`config.mk`:
```
export PLATFORM = sky130hd
export DESIGN_NAME = irq_lvlpri_resolver
export DESIGN_NICKNAME = d
export VERILOG_FILES = /design/src/rtl/irq_res_pkg.sv /design/src/rtl/irq_pend_store.sv /design/src/rtl/irq_grid_map.sv /design/src/rtl/irq_level_arb.sv /design/src/rtl/irq_lvlpri_resolver.sv
export SDC_FILE = /design/constraint.sdc
export NUM_CORES = 1
export LEC_CHECK = 0
export BUFFER_PORTS_ARGS = -buffer_cell sky130_fd_sc_hd__buf_4
export CAP_MARGIN = 30
export CORE_UTILIZATION = 35
export DETAILED_ROUTE_END_ITERATION = 8
export HOLD_SLACK_MARGIN = 0.02
export PLACE_DENSITY = 0.58
export SLEW_MARGIN = 5
export SYNTH_ARGS = -nofsm -noshare
export SYNTH_HDL_FRONTEND = slang
export SYNTH_SLANG_ARGS = --single-unit
```
`constraint.sdc`:
```
create_clock -name clk -period 1.9 [get_ports clk]
set_input_delay 0.38 -clock clk [delete_from_list [all_inputs] [get_ports clk]]
set_output_delay 0.38 -clock clk [all_outputs]
set_load 0.005 [all_outputs]
```
`src/rtl/irq_res_pkg.sv`:
```
package irq_res_pkg;
    localparam int LVLS         = 7;
    localparam int SLOTS        = 9;
    localparam int CELLS        = LVLS * SLOTS;
    localparam int VEC_W        = 7;
    localparam int ACK_W        = VEC_W + 1;
    localparam int LVL_W        = 3;
    localparam int MID_SLOT     = 4;
    localparam int FORCE_SLOT   = 6;
    localparam int FORCE_LO_LVL = 4;
    localparam int NFORCE       = LVLS - FORCE_LO_LVL + 1;
    localparam int SRC_PER_LVL  = 5;
    localparam int NSRC         = LVLS * SRC_PER_LVL;
    localparam int VEC_BASE     = 64;
    localparam int SPUR_VEC     = 24;

    // rank of a source-fed slot inside its level, -1 when the slot has no source
    function automatic int slot_src_rank(input int s);
        case (s)
            1:       return 0;
            3:       return 1;
            MID_SLOT: return 2;
            5:       return 3;
            7:       return 4;
            default: return -1;
        endcase
    endfunction

    function automatic int cell_src(input int lvl, input int s);
        int r;
        r = slot_src_rank(s);
        return (r < 0) ? -1 : (lvl - 1) * SRC_PER_LVL + r;
    endfunction

    function automatic bit cell_forced(input int lvl, input int s);
        return (lvl >= FORCE_LO_LVL) && (s == FORCE_SLOT);
    endfunction

    function automatic logic [VEC_W-1:0] cell_vec(input int lvl, input int s);
        int v;
        v = VEC_BASE + (lvl - 1) * SLOTS + s;
        return v[VEC_W-1:0];
    endfunction

    typedef struct packed {
        logic [NSRC-1:0]   pend;
        logic [NFORCE-1:0] frc;
    } pend_state_t;

    typedef struct packed {
        logic [ACK_W-1:0] glb;
        logic [ACK_W-1:0] lvl;
    } ack_regs_t;
endpackage

```
`src/rtl/irq_pend_store.sv`:
```
module irq_pend_store
    import irq_res_pkg::*;
(
    input  logic              clk,
    input  logic              rst_n,
    input  logic [NSRC-1:0]   src_set,
    input  logic [NSRC-1:0]   src_clr,
    input  logic              force_wr,
    input  logic [NFORCE-1:0] force_wdata,
    output logic [NSRC-1:0]   pend_o,
    output logic [NFORCE-1:0] frc_o
);
    pend_state_t st_d, st_q;

    always_comb begin
        st_d      = st_q;
        st_d.pend = (st_q.pend & ~src_clr) | src_set;
        if (force_wr) begin
            st_d.frc = force_wdata;
        end
    end

    always_ff @(posedge clk or negedge rst_n) begin
        if (!rst_n) begin
            st_q <= '0;
        end else begin
            st_q <= st_d;
        end
    end

    assign pend_o = st_q.pend;
    assign frc_o  = st_q.frc;

    p_set_sticks_r7: assert property (@(posedge clk) disable iff (!rst_n)
        (src_set != '0) |=> ((st_q.pend & $past(src_set)) == $past(src_set)));

    p_clr_drops_r7: assert property (@(posedge clk) disable iff (!rst_n)
        ((src_clr & ~src_set) != '0) |=> ((st_q.pend & $past(src_clr & ~src_set)) == '0));

    p_force_load_r8: assert property (@(posedge clk) disable iff (!rst_n)
        force_wr |=> (st_q.frc == $past(force_wdata)));

    p_force_keep_r8: assert property (@(posedge clk) disable iff (!rst_n)
        !force_wr |=> $stable(st_q.frc));
endmodule

```
`src/rtl/irq_grid_map.sv`:
```
module irq_grid_map
    import irq_res_pkg::*;
(
    input  logic [NSRC-1:0]               pend_i,
    input  logic [NFORCE-1:0]             frc_i,
    output logic [LVLS-1:0][SLOTS-1:0]    cell_req_o
);
    for (genvar l = 0; l < LVLS; l++) begin : g_lvl
        for (genvar s = 0; s < SLOTS; s++) begin : g_slot
            localparam int SI = cell_src(l + 1, s);
            if (cell_forced(l + 1, s)) begin : g_force
                assign cell_req_o[l][s] = frc_i[l + 1 - FORCE_LO_LVL];
            end else if (SI >= 0) begin : g_src
                assign cell_req_o[l][s] = pend_i[SI];
            end else begin : g_empty
                assign cell_req_o[l][s] = 1'b0;
            end
        end
    end
endmodule

```
`src/rtl/irq_level_arb.sv`:
```
module irq_level_arb
    import irq_res_pkg::*;
#(
    parameter int LVL = 1
) (
    input  logic [SLOTS-1:0] req_i,
    output logic             any_o,
    output logic [VEC_W-1:0] vec_o
);
    // scan upward so the highest pending slot is the last to write
    always_comb begin
        any_o = 1'b0;
        vec_o = '0;
        for (int s = 0; s < SLOTS; s++) begin
            if (req_i[s]) begin
                any_o = 1'b1;
                vec_o = cell_vec(LVL, s);
            end
        end
    end

    always_comb begin
        if (any_o) begin
            a_vec_in_level_r1: assert (int'(vec_o) >= VEC_BASE + (LVL - 1) * SLOTS &&
                                       int'(vec_o) <  VEC_BASE + LVL * SLOTS);
        end
    end
endmodule

```
`src/rtl/irq_lvlpri_resolver.sv`:
```
module irq_lvlpri_resolver
    import irq_res_pkg::*;
(
    input  logic              clk,
    input  logic              rst_n,
    input  logic [NSRC-1:0]   src_set,
    input  logic [NSRC-1:0]   src_clr,
    input  logic              force_wr,
    input  logic [NFORCE-1:0] force_wdata,
    input  logic              rd_glb,
    input  logic              rd_lvl,
    input  logic [LVL_W-1:0]  rd_lvl_sel,
    output logic [ACK_W-1:0]  glb_ack,
    output logic [ACK_W-1:0]  lvl_ack,
    output logic [LVL_W-1:0]  top_level
);
    logic [NSRC-1:0]            pend_w;
    logic [NFORCE-1:0]          frc_w;
    logic [LVLS-1:0][SLOTS-1:0] cell_req_w;
    logic [LVLS-1:0]            lvl_any_w;
    logic [LVLS-1:0][VEC_W-1:0] lvl_vec_w;

    irq_pend_store u_store (
        .clk         (clk),
        .rst_n       (rst_n),
        .src_set     (src_set),
        .src_clr     (src_clr),
        .force_wr    (force_wr),
        .force_wdata (force_wdata),
        .pend_o      (pend_w),
        .frc_o       (frc_w)
    );

    irq_grid_map u_map (
        .pend_i     (pend_w),
        .frc_i      (frc_w),
        .cell_req_o (cell_req_w)
    );

    for (genvar l = 0; l < LVLS; l++) begin : g_arb
        irq_level_arb #(.LVL(l + 1)) u_arb (
            .req_i (cell_req_w[l]),
            .any_o (lvl_any_w[l]),
            .vec_o (lvl_vec_w[l])
        );
    end

    logic [VEC_W-1:0] glb_vec;
    logic [LVL_W-1:0] top_lvl;
    logic [VEC_W-1:0] sel_vec;
    ack_regs_t        ack_d, ack_q;

    // global winner: upward scan lets the highest level overwrite
    always_comb begin
        glb_vec = '0;
        top_lvl = '0;
        for (int l = 0; l < LVLS; l++) begin
            if (lvl_any_w[l]) begin
                glb_vec = lvl_vec_w[l];
                top_lvl = LVL_W'(l + 1);
            end
        end
    end

    always_comb begin
        int idx;
        idx     = int'(rd_lvl_sel);
        sel_vec = VEC_W'(SPUR_VEC);
        for (int l = 0; l < LVLS; l++) begin
            if (idx == l + 1 && lvl_any_w[l]) begin
                sel_vec = lvl_vec_w[l];
            end
        end
    end

    always_comb begin
        ack_d = ack_q;
        if (rd_glb) begin
            ack_d.glb = {1'b0, glb_vec};
        end
        if (rd_lvl) begin
            ack_d.lvl = {1'b0, sel_vec};
        end
    end

    always_ff @(posedge clk or negedge rst_n) begin
        if (!rst_n) begin
            ack_q <= '0;
        end else begin
            ack_q <= ack_d;
        end
    end

    assign glb_ack   = ack_q.glb;
    assign lvl_ack   = ack_q.lvl;
    assign top_level = top_lvl;

    p_rsvd_zero_r5: assert property (@(posedge clk) disable iff (!rst_n)
        (glb_ack[ACK_W-1] == 1'b0) && (lvl_ack[ACK_W-1] == 1'b0));

    p_glb_hold_r6: assert property (@(posedge clk) disable iff (!rst_n)
        !rd_glb |=> $stable(glb_ack));

    p_lvl_hold_r6: assert property (@(posedge clk) disable iff (!rst_n)
        !rd_lvl |=> $stable(lvl_ack));

    p_idle_zero_r3: assert property (@(posedge clk) disable iff (!rst_n)
        (rd_glb && top_level == '0) |=> (glb_ack == '0));

    p_busy_nonzero_r2: assert property (@(posedge clk) disable iff (!rst_n)
        (rd_glb && top_level != '0) |=> (int'(glb_ack) >= VEC_BASE));

    p_sel_zero_spur_r4: assert property (@(posedge clk) disable iff (!rst_n)
        (rd_lvl && rd_lvl_sel == '0) |=> (int'(lvl_ack) == SPUR_VEC));

    p_top_matches_ack_r9: assert property (@(posedge clk) disable iff (!rst_n)
        (rd_glb && top_level != '0) |=>
            ((int'(glb_ack) - VEC_BASE) / SLOTS == int'($past(top_level)) - 1));
endmodule

```
**Word-level counts from Yosys, hierarchy flattened**

Cells that the tools add are included.

- Add/sub/neg operators: 0
- $mul: 0
- Divide/modulo/power cells: 0
- Order comparisons: 0
- Eq/ne operators: 7
- Shifts and indexed selects: 0
- Muxes and demuxes: 99
- Bitwise operators: 3
- Reduce and logical (&&, ||, !) cells: 7

Operators by type and width:

| operator | count |
|---|---|
| 7-bit two-way mux | 53 |
| 1-bit two-way mux | 40 |
| 35-bit AND | 1 |
| 35-bit NOT | 1 |
| 35-bit OR | 1 |
| 3-bit two-way mux | 6 |
| 3-bit == test (second input constant) | 4 |
| 1-bit logical AND | 7 |
| 3-bit by 2-bit == test with 1-bit output (second input constant) | 2 |
| 3-bit by 1-bit == test with 1-bit output (second input constant) | 1 |

- Register bits after elaboration: 53
- Latch bits: 0
- Memory bits (writable): 0
- Bits in read-only memories: 0
- Input port bits: 82
- Output and inout bits: 19
- Logic and storage cells: 120
- Memories kept: 0

**Logic depth before layout (Yosys ltp)**

- Word-level depth: 13
- Depth in mapped cells: 6
- Mapped depth without buffers: 5

**Cells and area by module**

Synthesis repeated with hierarchy kept, for this count alone.

- Cell total of the unflattened synthesis: 521
- Area total of the unflattened synthesis: 4302.9 um^2

Modules (own cells, without submodules):

| module | instances | cells an instance | area each (um^2) | sequential area each (um^2) |
|---|---|---|---|---|
| irq_lvlpri_resolver | 1 | 213 | 1621.6 | 350.3 |
| irq_pend_store | 1 | 113 | 1415.1 | 975.9 |
| irq_grid_map | 1 | 64 | 476.7 | 0.0 |
| irq_level_arb at g_arb[2].u_arb | 1 | 19 | 121.4 | 0.0 |
| irq_level_arb at g_arb[6].u_arb | 1 | 19 | 116.4 | 0.0 |
| irq_level_arb at g_arb[5].u_arb | 1 | 18 | 115.1 | 0.0 |
| irq_level_arb at g_arb[1].u_arb | 1 | 20 | 113.9 | 0.0 |
| irq_level_arb at g_arb[4].u_arb | 1 | 18 | 112.6 | 0.0 |
| irq_level_arb at g_arb[3].u_arb | 1 | 19 | 106.4 | 0.0 |
| irq_level_arb at g_arb[0].u_arb | 1 | 18 | 103.8 | 0.0 |

**Worst setup path before layout**

Ideal clock, no wire load.

- Kind: reg2out
- Start point: register u_store.st_q (netlist bit u_store.pend_o[8])
- End point: output top_level[0]
- Arrival time: 1496 ps
- Data required time: 1520 ps
- Path slack: 24 ps
- Cell stages (with the launch flop): 6
- Buffers on the path: 0
- Cells stage by stage: dfrtp_1 -> or4_4 -> nor2_1 -> a21oi_1 -> o21a_1 -> o21ai_0

- Longest elaborated chain between the ends: 8

RTL lines:

| what | line | RTL |
|---|---|---|
| start, declared | irq_pend_store.sv:13 | `pend_state_t st_d, st_q;` |
| start signal, assigned | irq_pend_store.sv:27 | `st_q <= st_d;` |
| 1-bit two-way mux (2 in series) | irq_level_arb.sv:15 | `if (req_i[s]) begin` |
| 3-bit two-way mux (6 in series) | irq_lvlpri_resolver.sv:58 | `if (lvl_any_w[l]) begin` |
| end, declared | irq_lvlpri_resolver.sv:15 | `output logic [LVL_W-1:0] top_level` |

No other way between the ends.

**Worst setup path in the final report**

- Start point: register u_store.st_q (netlist bit u_store.pend_o[26])
- End point: output top_level[2]

- Longest elaborated chain between the ends: 7

RTL lines:

| what | line |
|---|---|
| 1-bit two-way mux (5 in series) | irq_level_arb.sv:15 |
| 3-bit two-way mux (2 in series) | irq_lvlpri_resolver.sv:58 |

No other way between the ends.

==> metrics <==
outcome complete, but fails checks; violated checks setup timing; CTS Buffer Depth 2; worst rel slew slack 54.4%; DRC errors left 0; DP Worst Slack -0.206 ns; Worst Path Required 1.52 ns; reg2reg setup slack -0.05 ns; leakage 2.18 nW; Unique masters post-synth 57; Buffers on Ports 98; Pre-Repair DR Iteration Count 5; Avg Cell Area, Syn 8.96 um^2; Post-synth EDFFs 0; initial antenna violation count 0; Final Util 55.3%; critical path class reg2out; DR vias 3271; total grt overflow 0; commonest cells after routing, fill and taps aside 166 x buf_4, 52 x dfrtp_1, 40 x inv_1; Max Transition Viols Final 0; Final Instance Count excl. Fillers 611; Reg2Reg Depth 6; Async SR Flop Fraction 100%; nets 587; I/O pin count 101; clock root cell clkbuf_8; Setup violations, final 5; post-synthesis sequential area ratio 43.9%; HP Class in2async; Setup crit start kind flop; unrepaired setup endpoints after global routing true; R2R Path Start u_store.pend_o[24]; vias in the first global route 3073; area delta synth->final 52.2%; endpoint class of the critical path primary output; # rows 33; Synth Instances 337; Max Cap Viol 0; routability congestion estimate 0.916; DP Wirelength 7.54 mm; Die Height 94.9 um; drt first-iter violations 282; H-tree levels 2; Die Area 9000 um^2; most common cell after layout, fill and taps aside buf_4; fillcell total 811; die span in x 94.9 um; final WL 9.62 mm; dpl cells 598; ys flop type dfrtp_1; Via density 5.35; Arrival @ worst endpoint 1.94 ns; ANT cells 0; Worst-Skew Late Latency 0.32 ns; #FFs+latches synth 53; Max VDD drop 0.330 mV; clock-pin slew on the worst setup and hold paths 0.11 ns; largest fanout on the critical path 2; Fmax 0.431 GHz; routed length per instance 15.7 um; actual slew at the worst max-slew pin 0.684 ns; clock sinks 53; reg-to-reg critical path endpoint glb_ack[0]; post-synthesis cell area 3020 um^2; Final WS setup -0.420 ns; cts bufs inserted 5; synth warn 0; total track usage 22.0%; largest net degree at the start of global routing 54; CTS tree built; Initial Util 36.4%; core area 8300 um^2; Pwr Density 565 nW/um^2; global-route wire length before repair 15.1 mm; Fin. Hold Viols 0; post-route antenna net violation count 0; min Tclk post-route 2.32 ns; fin crit share 122%; share of post-route cells with drive strength above 1 41.9%; clock skew 0.0125 ns; CTS Hold Buffers Added 0
[routing by layer]
metal / up-vias / track usage (%) / share of wire (%)
li1: 1551 / - / -
met1: 1567 / 32.1 / 46
met2: 135 / 32.9 / 46
met3: 18 / 4.03 / 6.4
met4: 0 / 6.69 / 1.7
met5: - / 0 / 0
[logic make-up after synthesis]
logic type / count (synthesis) / share of synthesized area [%]
compound gates: 125 / 30.2
buf+inv: 50 / 6.47
mux: 1 / 0.373
flops: 53 / 43.9
other cells: 1 / 0.124
simple gates: 107 / 18.9
[where the power goes]
group	switching (mW)	leakage, nW	internal (mW)
registers	0.0591	0.571	1.21
logic	0.274	1.56	0.340
clock network	0.410	0.0478	0.301
[state kept, by name (all words and copies together), names as in the netlist]
| register | flops |
|---|---|
| glb_ack | 7 |
| lvl_ack | 7 |
| u_store.frc_o | 4 |
| u_store.pend_o | 35 |
[worst max path at each step]
| stage | end | from | slack, ns | depth (start not counted) |
|---|---|---|---|---|
| after CTS | top_level[0] | u_store.pend_o[5] | -0.45 | 6 |
| final | top_level[2] | u_store.pend_o[26] | -0.42 | 5 |
| after global placement | top_level[0] | u_store.pend_o[8] | -0.15 | 7 |
| after floorplan | top_level[0] | u_store.pend_o[8] | 0.02 | 5 |
| after global routing | top_level[2] | u_store.pend_o[26] | -0.48 | 5 |
| after detailed placement | top_level[0] | u_store.pend_o[8] | -0.21 | 7 |
[critical path, stage by stage (launching register included)]
cell     delay (ns)
dfrtp_1        0.39
or4_4          0.56
nor3_4         0.21
and4_4         0.29
nand2_4        0.06
buf_6          0.11
[per-stage QoR]
| stage | hold WS (ns) | power (mW) | area (um^2) | TNS, ns |
|---|---|---|---|---|
| 6_report | 0.0915 | 2.60 | 4590 | -1.28 |
| 5_1_grt | 0.151 | 2.73 | 4590 | -1.65 |
| 2_1_floorplan | 0.0844 | 1.52 | 3020 | 0 |
| 3_3_place_gp | 0.459 | 1.88 | 4350 | -0.322 |
| 4_1_cts | 0.116 | 2.60 | 4490 | -1.29 |
| 3_5_place_dp | 0.463 | 1.89 | 4350 | -0.388 |
[cell type report]
cell class | instances | area (um^2) | area share, %
inverters | 40 | 150 | 3.27
repair buffers | 170 | 1290 | 28.1
multi-input cells | 235 | 1590 | 34.7
well taps | 105 | 131 | 2.86
clock buffers | 6 | 82.6 | 1.80
clock inverters | 2 | 16.3 | 0.354
flip-flops and latches | 53 | 1330 | 28.9
[synthesized netlist by cell type (3+ instances only)]
master	count	area [um^2]
clkbuf_1	7	26.3
o211ai_1	3	22.5
dfrtp_1	53	1330
nand2b_1	8	50.1
nor2_1	35	131
a221oi_1	3	26.3
a21oi_1	14	70.1
a211oi_1	3	22.5
a22oi_1	3	22.5
a31oi_1	4	25.0
o22a_1	4	35.0
o21ai_0	19	95.1
a21o_1	37	278
o21bai_1	3	22.5
nor2b_1	5	31.3
or4_4	3	33.8
a41oi_1	5	43.8
or2_2	3	18.8
nand4_1	4	25.0
or3_1	3	18.8
o21a_1	3	22.5
nand2_1	23	86.3
nor3_1	8	40.0
o2111ai_1	4	35.0
inv_1	40	150
[what timing repair did]
item | CTS | global route
endpoints found under the setup margin | 5 | 12
buffers inserted | 1 | 7
gates resized for setup | 13 | 20
gates cloned | 0 | 0
pin swaps | 9 | 16
No activity file was read; power rests on OpenSTA's default activity.
